**config.mk**
```make
export PLATFORM = sky130hd
export DESIGN_NAME = i2c_target
export DESIGN_NICKNAME = d
export VERILOG_FILES = /design/src/rtl/i2c_tgt_pkg.sv /design/src/rtl/i2c_tgt_sync.sv /design/src/rtl/i2c_tgt_cond.sv /design/src/rtl/i2c_tgt_engine.sv /design/src/rtl/i2c_target.sv
export SDC_FILE = /design/constraint.sdc
export NUM_CORES = 1
export LEC_CHECK = 0
export BUFFER_PORTS_ARGS = -buffer_cell sky130_fd_sc_hd__clkbuf_2
export CAP_MARGIN = 40
export CORE_UTILIZATION = 60
export CTS_BUF_LIST = sky130_fd_sc_hd__clkbuf_8
export DETAILED_ROUTE_END_ITERATION = 7
export GPL_TIMING_DRIVEN = 0
export PLACE_DENSITY = 0.82
export SYNTH_ARGS = -nofsm -noshare
export SYNTH_HDL_FRONTEND = slang
export SYNTH_SLANG_ARGS = --single-unit
```
**constraint.sdc**
```tcl
create_clock -name clk -period 5.2 [get_ports clk]
set_clock_uncertainty 0.05 [all_clocks]
set_input_delay 0.26 -clock clk [delete_from_list [all_inputs] [get_ports clk]]
set_output_delay 0.26 -clock clk [all_outputs]
set_load 0.005 [all_outputs]
```
**src/rtl/i2c_tgt_pkg.sv**
```systemverilog
package i2c_tgt_pkg;

    localparam int BYTE_W = 8;
    localparam int CNT_W  = $clog2(BYTE_W) + 1;
    localparam logic [CNT_W-1:0] BYTE_CNT = CNT_W'(BYTE_W);
    localparam logic [CNT_W-1:0] LAST_TX  = CNT_W'(BYTE_W - 1);

    typedef enum logic [3:0] {
        ST_IDLE,
        ST_ADDR,
        ST_ADDR_ACK,
        ST_WR_DATA,
        ST_WR_ACK,
        ST_RD_FETCH,
        ST_RD_DATA,
        ST_RD_ACK,
        ST_RD_NEXT,
        ST_IGNORE
    } tgt_state_e;

    typedef struct packed {
        tgt_state_e        state;
        logic [CNT_W-1:0]  bits;
        logic [BYTE_W-1:0] shreg;
        logic              rnw;
        logic              ack_ok;
        logic              sda_low;
        logic              scl_low;
        logic              rx_valid;
        logic [BYTE_W-1:0] rx_data;
    } tgt_regs_t;

endpackage

```
**src/rtl/i2c_tgt_sync.sv**
```systemverilog
module i2c_tgt_sync #(
    parameter int STAGES = 2,
    parameter int WIDTH  = 2
) (
    input  logic             clk,
    input  logic             rst_n,
    input  logic [WIDTH-1:0] din,
    output logic [WIDTH-1:0] dout
);
    for (genvar i = 0; i < WIDTH; i++) begin : g_bit
        logic [STAGES-1:0] chain_d, chain_q;

        always_comb begin
            chain_d = {chain_q[STAGES-2:0], din[i]};
        end

        always_ff @(posedge clk or negedge rst_n) begin
            if (!rst_n) chain_q <= '1;
            else        chain_q <= chain_d;
        end

        assign dout[i] = chain_q[STAGES-1];
    end
endmodule

```
**src/rtl/i2c_tgt_cond.sv**
```systemverilog
module i2c_tgt_cond (
    input  logic clk,
    input  logic rst_n,
    input  logic scl_s,
    input  logic sda_s,
    output logic scl_rise,
    output logic scl_fall,
    output logic start_ev,
    output logic stop_ev
);
    logic scl_p_d, scl_p_q;
    logic sda_p_d, sda_p_q;

    always_comb begin
        scl_p_d  = scl_s;
        sda_p_d  = sda_s;
        scl_rise = !scl_p_q && scl_s;
        scl_fall = scl_p_q && !scl_s;
        start_ev = scl_p_q && scl_s && sda_p_q && !sda_s;
        stop_ev  = scl_p_q && scl_s && !sda_p_q && sda_s;
    end

    always_ff @(posedge clk or negedge rst_n) begin
        if (!rst_n) begin
            scl_p_q <= 1'b1;
            sda_p_q <= 1'b1;
        end else begin
            scl_p_q <= scl_p_d;
            sda_p_q <= sda_p_d;
        end
    end
endmodule

```
**src/rtl/i2c_tgt_engine.sv**
```systemverilog
module i2c_tgt_engine
    import i2c_tgt_pkg::*;
#(
    parameter logic [6:0] OWN_ADDR = 7'h42
) (
    input  logic              clk,
    input  logic              rst_n,
    input  logic              sda_s,
    input  logic              scl_rise,
    input  logic              scl_fall,
    input  logic              start_ev,
    input  logic              stop_ev,
    input  logic              rx_space,
    input  logic [BYTE_W-1:0] tx_data,
    input  logic              tx_ready,
    output logic              sda_low,
    output logic              scl_low,
    output logic [BYTE_W-1:0] rx_data,
    output logic              rx_valid,
    output logic              tx_req
);
    tgt_regs_t d, q;

    always_comb begin
        d          = q;
        d.rx_valid = 1'b0;
        if (stop_ev) begin
            d.state   = ST_IDLE;
            d.sda_low = 1'b0;
            d.bits    = '0;
        end else if (start_ev) begin
            d.state   = ST_ADDR;
            d.sda_low = 1'b0;
            d.bits    = '0;
        end else begin
            case (q.state)
                ST_ADDR: begin
                    if (scl_rise && q.bits != BYTE_CNT) begin
                        d.shreg = {q.shreg[BYTE_W-2:0], sda_s};
                        d.bits  = q.bits + 1'b1;
                    end else if (scl_fall && q.bits == BYTE_CNT) begin
                        if (q.shreg[BYTE_W-1:1] == OWN_ADDR) begin
                            d.sda_low = 1'b1;
                            d.rnw     = q.shreg[0];
                            d.state   = ST_ADDR_ACK;
                        end else begin
                            d.state = ST_IGNORE;
                        end
                    end
                end
                ST_ADDR_ACK: begin
                    if (scl_fall) begin
                        d.sda_low = 1'b0;
                        d.bits    = '0;
                        d.state   = q.rnw ? ST_RD_FETCH : ST_WR_DATA;
                    end
                end
                ST_WR_DATA: begin
                    if (scl_rise && q.bits != BYTE_CNT) begin
                        d.shreg = {q.shreg[BYTE_W-2:0], sda_s};
                        d.bits  = q.bits + 1'b1;
                    end else if (scl_fall && q.bits == BYTE_CNT) begin
                        d.state = ST_WR_ACK;
                        if (rx_space) begin
                            d.rx_valid = 1'b1;
                            d.rx_data  = q.shreg;
                            d.sda_low  = 1'b1;
                            d.ack_ok   = 1'b1;
                        end else begin
                            d.ack_ok = 1'b0;
                        end
                    end
                end
                ST_WR_ACK: begin
                    if (scl_fall) begin
                        d.sda_low = 1'b0;
                        d.bits    = '0;
                        d.state   = q.ack_ok ? ST_WR_DATA : ST_IGNORE;
                    end
                end
                ST_RD_FETCH: begin
                    if (tx_ready) begin
                        d.shreg   = tx_data;
                        d.sda_low = !tx_data[BYTE_W-1];
                        d.bits    = '0;
                        d.state   = ST_RD_DATA;
                    end
                end
                ST_RD_DATA: begin
                    if (scl_fall) begin
                        if (q.bits == LAST_TX) begin
                            d.sda_low = 1'b0;
                            d.bits    = '0;
                            d.state   = ST_RD_ACK;
                        end else begin
                            d.shreg   = {q.shreg[BYTE_W-2:0], 1'b0};
                            d.sda_low = !q.shreg[BYTE_W-2];
                            d.bits    = q.bits + 1'b1;
                        end
                    end
                end
                ST_RD_ACK: begin
                    if (scl_rise) d.state = sda_s ? ST_IGNORE : ST_RD_NEXT;
                end
                ST_RD_NEXT: begin
                    if (scl_fall) d.state = ST_RD_FETCH;
                end
                default: ;
            endcase
        end
        // Stretch through the fetch and one cycle past the load, so the
        // first data bit settles before the clock line is let go.
        d.scl_low = (d.state == ST_RD_FETCH) ||
                    (q.state == ST_RD_FETCH && d.state == ST_RD_DATA);
    end

    always_ff @(posedge clk or negedge rst_n) begin
        if (!rst_n) begin
            q       <= '0;
            q.state <= ST_IDLE;
        end else begin
            q <= d;
        end
    end

    assign sda_low  = q.sda_low;
    assign scl_low  = q.scl_low;
    assign rx_data  = q.rx_data;
    assign rx_valid = q.rx_valid;
    assign tx_req   = (q.state == ST_RD_FETCH);
endmodule

```
**src/rtl/i2c_target.sv**
```systemverilog
module i2c_target
    import i2c_tgt_pkg::*;
#(
    parameter logic [6:0] OWN_ADDR    = 7'h42,
    parameter int         SYNC_STAGES = 2
) (
    input  logic              clk,
    input  logic              rst_n,
    input  logic              scl_in,
    input  logic              sda_in,
    output logic              scl_drive_low,
    output logic              sda_drive_low,
    output logic [BYTE_W-1:0] rx_data,
    output logic              rx_valid,
    input  logic              rx_space,
    input  logic [BYTE_W-1:0] tx_data,
    input  logic              tx_ready,
    output logic              tx_req
);
    logic [1:0] line_sync;
    logic       scl_sync, sda_sync;
    logic       scl_rise, scl_fall, start_ev, stop_ev;

    i2c_tgt_sync #(.STAGES(SYNC_STAGES), .WIDTH(2)) u_sync (
        .clk   (clk),
        .rst_n (rst_n),
        .din   ({scl_in, sda_in}),
        .dout  (line_sync)
    );

    assign scl_sync = line_sync[1];
    assign sda_sync = line_sync[0];

    i2c_tgt_cond u_cond (
        .clk      (clk),
        .rst_n    (rst_n),
        .scl_s    (scl_sync),
        .sda_s    (sda_sync),
        .scl_rise (scl_rise),
        .scl_fall (scl_fall),
        .start_ev (start_ev),
        .stop_ev  (stop_ev)
    );

    i2c_tgt_engine #(.OWN_ADDR(OWN_ADDR)) u_engine (
        .clk      (clk),
        .rst_n    (rst_n),
        .sda_s    (sda_sync),
        .scl_rise (scl_rise),
        .scl_fall (scl_fall),
        .start_ev (start_ev),
        .stop_ev  (stop_ev),
        .rx_space (rx_space),
        .tx_data  (tx_data),
        .tx_ready (tx_ready),
        .sda_low  (sda_drive_low),
        .scl_low  (scl_drive_low),
        .rx_data  (rx_data),
        .rx_valid (rx_valid),
        .tx_req   (tx_req)
    );
endmodule

```
# Word-level counts from Yosys, hierarchy flattened
# Cells that the tools add are included.
[op_classes] addsub=1 mul=0 div_mod_pow=0 magnitude_cmp=0 n_eq_ne=30 shift=0 muxes=43 n_bitwise=3 reduce_logical=28
[ops] op="2-to-1 mux 9 bit" n=6
[ops] op="2-to-1 mux 4 bit" n=10
[ops] op="2-to-1 mux 8 bit" n=5
[ops] op="2-to-1 mux 16 bit" n=2
[ops] op="one-hot mux 4 bit (8 select lines)" n=1
[ops] op="equality test 4 x 3 -> 1 bit (second input constant)" n=7
[ops] op="!= test 4 x 3 -> 1 bit (second input constant)" n=6
[ops] op="one-hot mux 8 bit (3 select lines)" n=1
[ops] op="one-hot mux 4 bit (5 select lines)" n=1
[ops] op="AND reduction 6 bit" n=3
[ops] op="!= test 4 bit (second input constant)" n=4
[ops] op="2-to-1 mux 1 bit" n=14
[ops] op="nonzero test 7 bit" n=2
[ops] op="2-to-1 mux 12 bit" n=1
[ops] op="logical AND 1 bit" n=10
[ops] op="AND reduction 10 bit" n=1
[ops] op="equality test 4 x 2 -> 1 bit (second input constant)" n=2
[ops] op="equality test 4 bit (second input constant)" n=2
[ops] op="!= test 4 x 1 -> 1 bit (second input constant)" n=2
[ops] op="equality test 7 bit (second input constant)" n=1
[ops] op="AND reduction 7 bit" n=1
[ops] op="logical NOT 1 bit" n=6
[ops] op="one-hot mux 1 bit (5 select lines)" n=1
[ops] op="AND reduction 5 bit" n=1
[ops] op="10 further kinds" n=15
[word_totals] register_bits=35 latchBits=0 ramBits=0 romBits=0 inputBits=14 output_inout_bits=12 n_memories=0

# Longest topological paths before layout
[depth] word_depth=11 mapped_depth=8 mapped_depth_nobuf=7

# Cells and area by module
# A second synthesis with hierarchy kept.
[unflattened] cells_unflattened=215 hier_area_um2=2150.8
[modules_own_cells] module="i2c_tgt_engine" instances=1 cells_per_inst=203 area_each_um2=1943.1 seq_area_each_um2=725.7
[modules_own_cells] module="i2c_tgt_sync" instances=1 cells_per_inst=6 area_each_um2=120.1 seq_area_each_um2=105.1
[modules_own_cells] module="i2c_tgt_cond" instances=1 cells_per_inst=6 area_each_um2=87.6 seq_area_each_um2=52.6

# Worst setup path before layout
# No wires, ideal clock.
[synth_timing] kind="flip-flop to flip-flop" from="register u_sync.g_bit[1].chain_q[1]" to="register u_engine.q[23] (netlist name)" setup_time_ps=79 arrival_ps=1955 required_time_ps=5071 setup_slack_ps=3116 path_stages_with_launch=7 n_path_buf=1 cell_sequence="dfstp_2 > buf_2 > and2b_1 > nand2_1 > a2111o_1 > or4b_1 > a21oi_1"
[synth_via] elab_chain_len=5 word_cells_on_any_way=18 cone_classes="5 x eq/ne; 2 x mux; 11 x reduce/logical"
[synth_rtl] item="start, declared" line_no="i2c_tgt_sync.sv:11" source="logic [STAGES-1:0] chain_d, chain_q;"
[synth_rtl] item="start signal, assigned" line_no="i2c_tgt_sync.sv:19" source="else chain_q <= chain_d;"
[synth_rtl] item="logical AND 1 bit" line_no="i2c_tgt_cond.sv:19, i2c_tgt_cond.sv:20"
[synth_rtl] item="logical AND 1 bit (on tied branches) (2 in series)" line_no="i2c_tgt_cond.sv:19, i2c_tgt_cond.sv:20"
[synth_rtl] item="!= test 4 x 3 -> 1 bit (no line), or another cell as far along"
[synth_rtl] item="AND reduction 6 bit (no line) / 2-to-1 mux 8 bit (equally long branches)"
[synth_rtl] item="end, declared" line_no="i2c_tgt_engine.sv:22" source="tgt_regs_t d, q;"
# Parallel ways exist; a longest one is shown, timed or not.
# A chain may end at the register's enable or synchronous reset.

# Worst setup path in the final report
[layout_timing] from="register u_cond.scl_p_q" to="register u_engine.q, in the netlist u_engine.rx_data[0]"
[layout_via] elab_chain_len=5 word_cells_on_any_way=14 cone_classes="3 x bitwise; 11 x reduce/logical"
[layout_rtl] item="start, declared" line_no="i2c_tgt_cond.sv:11" source="logic scl_p_d, scl_p_q;"
[layout_rtl] item="start signal, assigned" line_no="i2c_tgt_cond.sv:28" source="scl_p_q <= scl_p_d;"
[layout_rtl] item="logical NOT 1 bit / logical AND 1 bit (equally long branches)" line_no="i2c_tgt_cond.sv:17, i2c_tgt_cond.sv:19, i2c_tgt_cond.sv:20"
[layout_rtl] item="logical AND 1 bit (on tied branches)" line_no="i2c_tgt_cond.sv:17, i2c_tgt_cond.sv:19, i2c_tgt_cond.sv:20"
[layout_rtl] item="logical AND 1 bit (on tied branches)" line_no="i2c_tgt_engine.sv:59, i2c_tgt_cond.sv:19, i2c_tgt_cond.sv:20"
[layout_rtl] item="inverter 1 bit (no line)"
[layout_rtl] item="AND reduction 6 bit (no line) (*)"
# Every way passes the cells marked *; elsewhere a longest branch is shown, timed or not.

==> results.cfg <==
[synth]
postSynthAreaPerCell_um2 = 9.65
synthFlopType = dfrtp_1
synth_area_leaders = dfrtp_1 34%, dfstp_2 7.4%, mux2_2 5.3%
synthArstFlopShare_pct = 100
yosysUniqueCellTypes = 60
synth_edf_count = 0
synth_warnings = 0
yosysSeqAreaShare_pct = 41.2
synth-seq-cells = 35
netlist.area_leader.share_pct = 33.9
netlist_area_um2 = 2140
yosys.area.top_type = dfrtp_1
synth_fp_nets = 238
synth_cells = 222

[setup_path]
crit_arrival_ps = 2720
slowest_stage = nor3_2
startpoint_type = register
crit_type = reg2reg
required_ps = 5330
critPathMaxFanout = 10
cp-end-kind = register
cpPeakStageDelay_ps = 700
crit_chain = nor2b_1 -> clkbuf_1 -> nand4_1 -> nor3_2 -> mux2_2

[timing]
timing.final.crit_share_pct = 49.9
setup-tns-final_ps = 0
finalHoldViolations = 0
worst_slack_ps = 2600
slew_headroom_pct = 44.5
drv_slew = 0
rsz0062_at_grt = no
setup_violations = 0
holdWs_ps = 12.4
tightestPinTransition_ps = 828
timing.fmax_mhz = 385
period_needed_ps = 2600

[drt]
drt_iter0_markers = 159
drt-total-wl_um = 4720
avgViaCountPerCell = 6.01
drcViolationCount = 0
num_vias = 1820
dr.pass1.iters = 4
final_antenna_net_count = 0
wl_per_cell_um = 15.6

[grt]
track_usage_pct = 27.5
antenna_found_initial = 0
grt_remaining_overflow = 0
grt_pass1_vias = 1604
grt_first_pass_wirelength_um = 7510
grt_max_degree = 36

[clock_network]
cts.sinks = 35
cts.clk_slew.worst_paths_ps = 70
cts-root-buf = clkbuf_8
clockBufferDepth = 2
numCtsBuffers = 5
htreeDepth = 2
clk_latency_ps = 290
cts_tree = done

[place]
globalplace.congestion = 0.952
place_inst = 293
post-place-ws_ps = 2650
placement.io_buffers = 25
dp_hpwl_um = 3410
dpl_cell_area_um2 = 2330

[die]
fp.coreArea_um2 = 3390
initial_core_util_pct = 63.2
die-area_um2 = 3810
fp.dieW_um = 61.8
num_rows = 21
pin_count = 26
die_h_um = 61.8

[power]
share_comb_of_total_power_pct = 36.9
intPower_uw = 654
clkPwrFrac_pct = 25.3
switching_share_pct = 34.7
irDropWorstVdd_v = 0.000295
seqPwrFrac_pct = 37.8
p_sw_uw = 348
power.density_nw_per_um2 = 406
leakage_uw = 0.00114

[status]
outcome = complete, no violations

[final_layout]
final_area_um2 = 2460
areaGrowthSynthToFinish_pct = 14.9
antennaDiodeCount = 0
drive_gt1_share_pct = 28.8
layout.cells.non_filler = 303
nNetsFinal = 272

[flow_run]
drv_cap = 0

[min_path]
hold_class = in2async
==> per-stage QoR <==
step	util (%)	total power (uW)
CTS	72.7	1000
global route	72.7	1060
floorplan	-	654
finish	72.7	1000
global placement	68.6	733
detailed placement	68.6	745
==> cell families (layout without fill, tap and decap cells) <==
logic type	after synthesis	in the layout	synth area share [%]
buffers and inverters	30	65	8.11
adder cells (fa/ha/maj)	2	2	1.17
XOR/XNOR	1	1	0.409
AND/OR/NAND/NOR	87	87	23.9
AO/OA/AOI/OAI	55	55	19.0
flip-flops	35	35	41.2
multiplexers	12	12	6.19
==> registers in the layout, summed over array words and instances (netlist names) <==
signal,cells
u_engine.scl_low,1
u_cond.scl_p_q,1
u_engine.q,18
u_cond.sda_p_q,1
u_sync.g_bit.chain_q,4
u_engine.rx_valid,1
u_engine.rx_data,8
u_engine.sda_low,1
==> repair_timing <==
| item | CTS | global route |
|---|---|---|
| gates resized for setup | 0 | 0 |
| hold buffers | 2 | 0 |
| endpoints found under the setup margin | 0 | 0 |
| setup buffers | 0 | 0 |
| hold endpoints to repair | 2 | 0 |
==> cells in the final DEF, fill, tap and decap left out, types with 7 or more instances in the layout <==
cell type | netlist | layout
a22oi_1 | 8 | 8
a21oi_1 | 14 | 14
buf_4 | 9 | 9
mux2_2 | 10 | 10
nor2_1 | 22 | 22
clkbuf_2 | 0 | 25
dfrtp_1 | 29 | 29
inv_1 | 7 | 7
nand2_1 | 14 | 14
==> final timing paths <==
check | startpoint | end | slack [ps] | depth (start not counted)
worst max-delay path | u_cond.scl_p_q$_DFF_PN1_ | u_engine.rx_data[0]$_DFFE_PN0P_ | 2600 | 5
worst min-delay path | rst_n | u_engine.q[13]$_DFFE_PN0P_ | 10 | 1
worst max register to register | u_cond.scl_p_q$_DFF_PN1_ | u_engine.rx_data[0]$_DFFE_PN0P_ | 2600 | 5
worst min register to register | u_sync.g_bit[1].chain_q[0]$_DFF_PN1_ | u_sync.g_bit[1].chain_q[1]$_DFF_PN1_ | 310 | 0
max in group asynchronous | rst_n | u_engine.q[26]$_DFF_PN0_ | 4570 | 1
min in group clk | tx_data[4] | u_engine.q[17]$_DFFE_PN0P_ | 240 | 3
==> layout make-up <==
cell class	count	area (um2)
fill	264	926
sequential	35	883
clock buffer	6	82.6
inverter	7	26.3
buffer	23	148
multi-input combinational	157	1090
clock inverter	2	35.0
timing repair buffer	27	145
tap	46	57.6
==> metal layers <==
metal | part of all wire (%) | GRT usage (%) | vias up
li1 | - | - | 882
met1 | 45 | 37.7 | 862
met2 | 48 | 42.9 | 67
met3 | 6.0 | 6.00 | 9
met4 | 1.9 | 10.8 | 0
met5 | 0 | 0 | -
==> power by group through the flow <==
| stage | clock (uW) | sequential, uW | combinational, uW |
|---|---|---|---|
| detailed placement | 0 | 383 | 362 |
| finish | 254 | 379 | 369 |
| CTS | 256 | 378 | 366 |
| floorplan | 0 | 368 | 286 |
| global placement | 0 | 380 | 353 |
| global route | 266 | 386 | 410 |
==> synth_stat cells, types with 3 or more instances <==
cell / instances
dfrtp_1: 29
nor2_1: 22
a21oi_1: 14
nand2_1: 14
mux2_2: 10
buf_4: 9
a22oi_1: 8
inv_1: 7
clkbuf_1: 6
dfstp_2: 6
nor3_1: 6
o21ai_0: 5
buf_2: 4
nand2b_1: 4
nand3_1: 4
nand3b_1: 4
nand4b_1: 4
a211oi_1: 3
a21o_1: 3
and2_1: 3
buf_6: 3
or3_1: 3
or4_1: 3
==> worst max-delay path: cells and delay by family (launching register included) <==
| kind | cells | cell delay, ps |
|---|---|---|
| buffers and inverters | 1 | 340 |
| DFF | 1 | 550 |
| muxes | 1 | 410 |
| and+or+nand+nor | 3 | 1130 |
No activity file was read; power rests on OpenSTA's default activity.
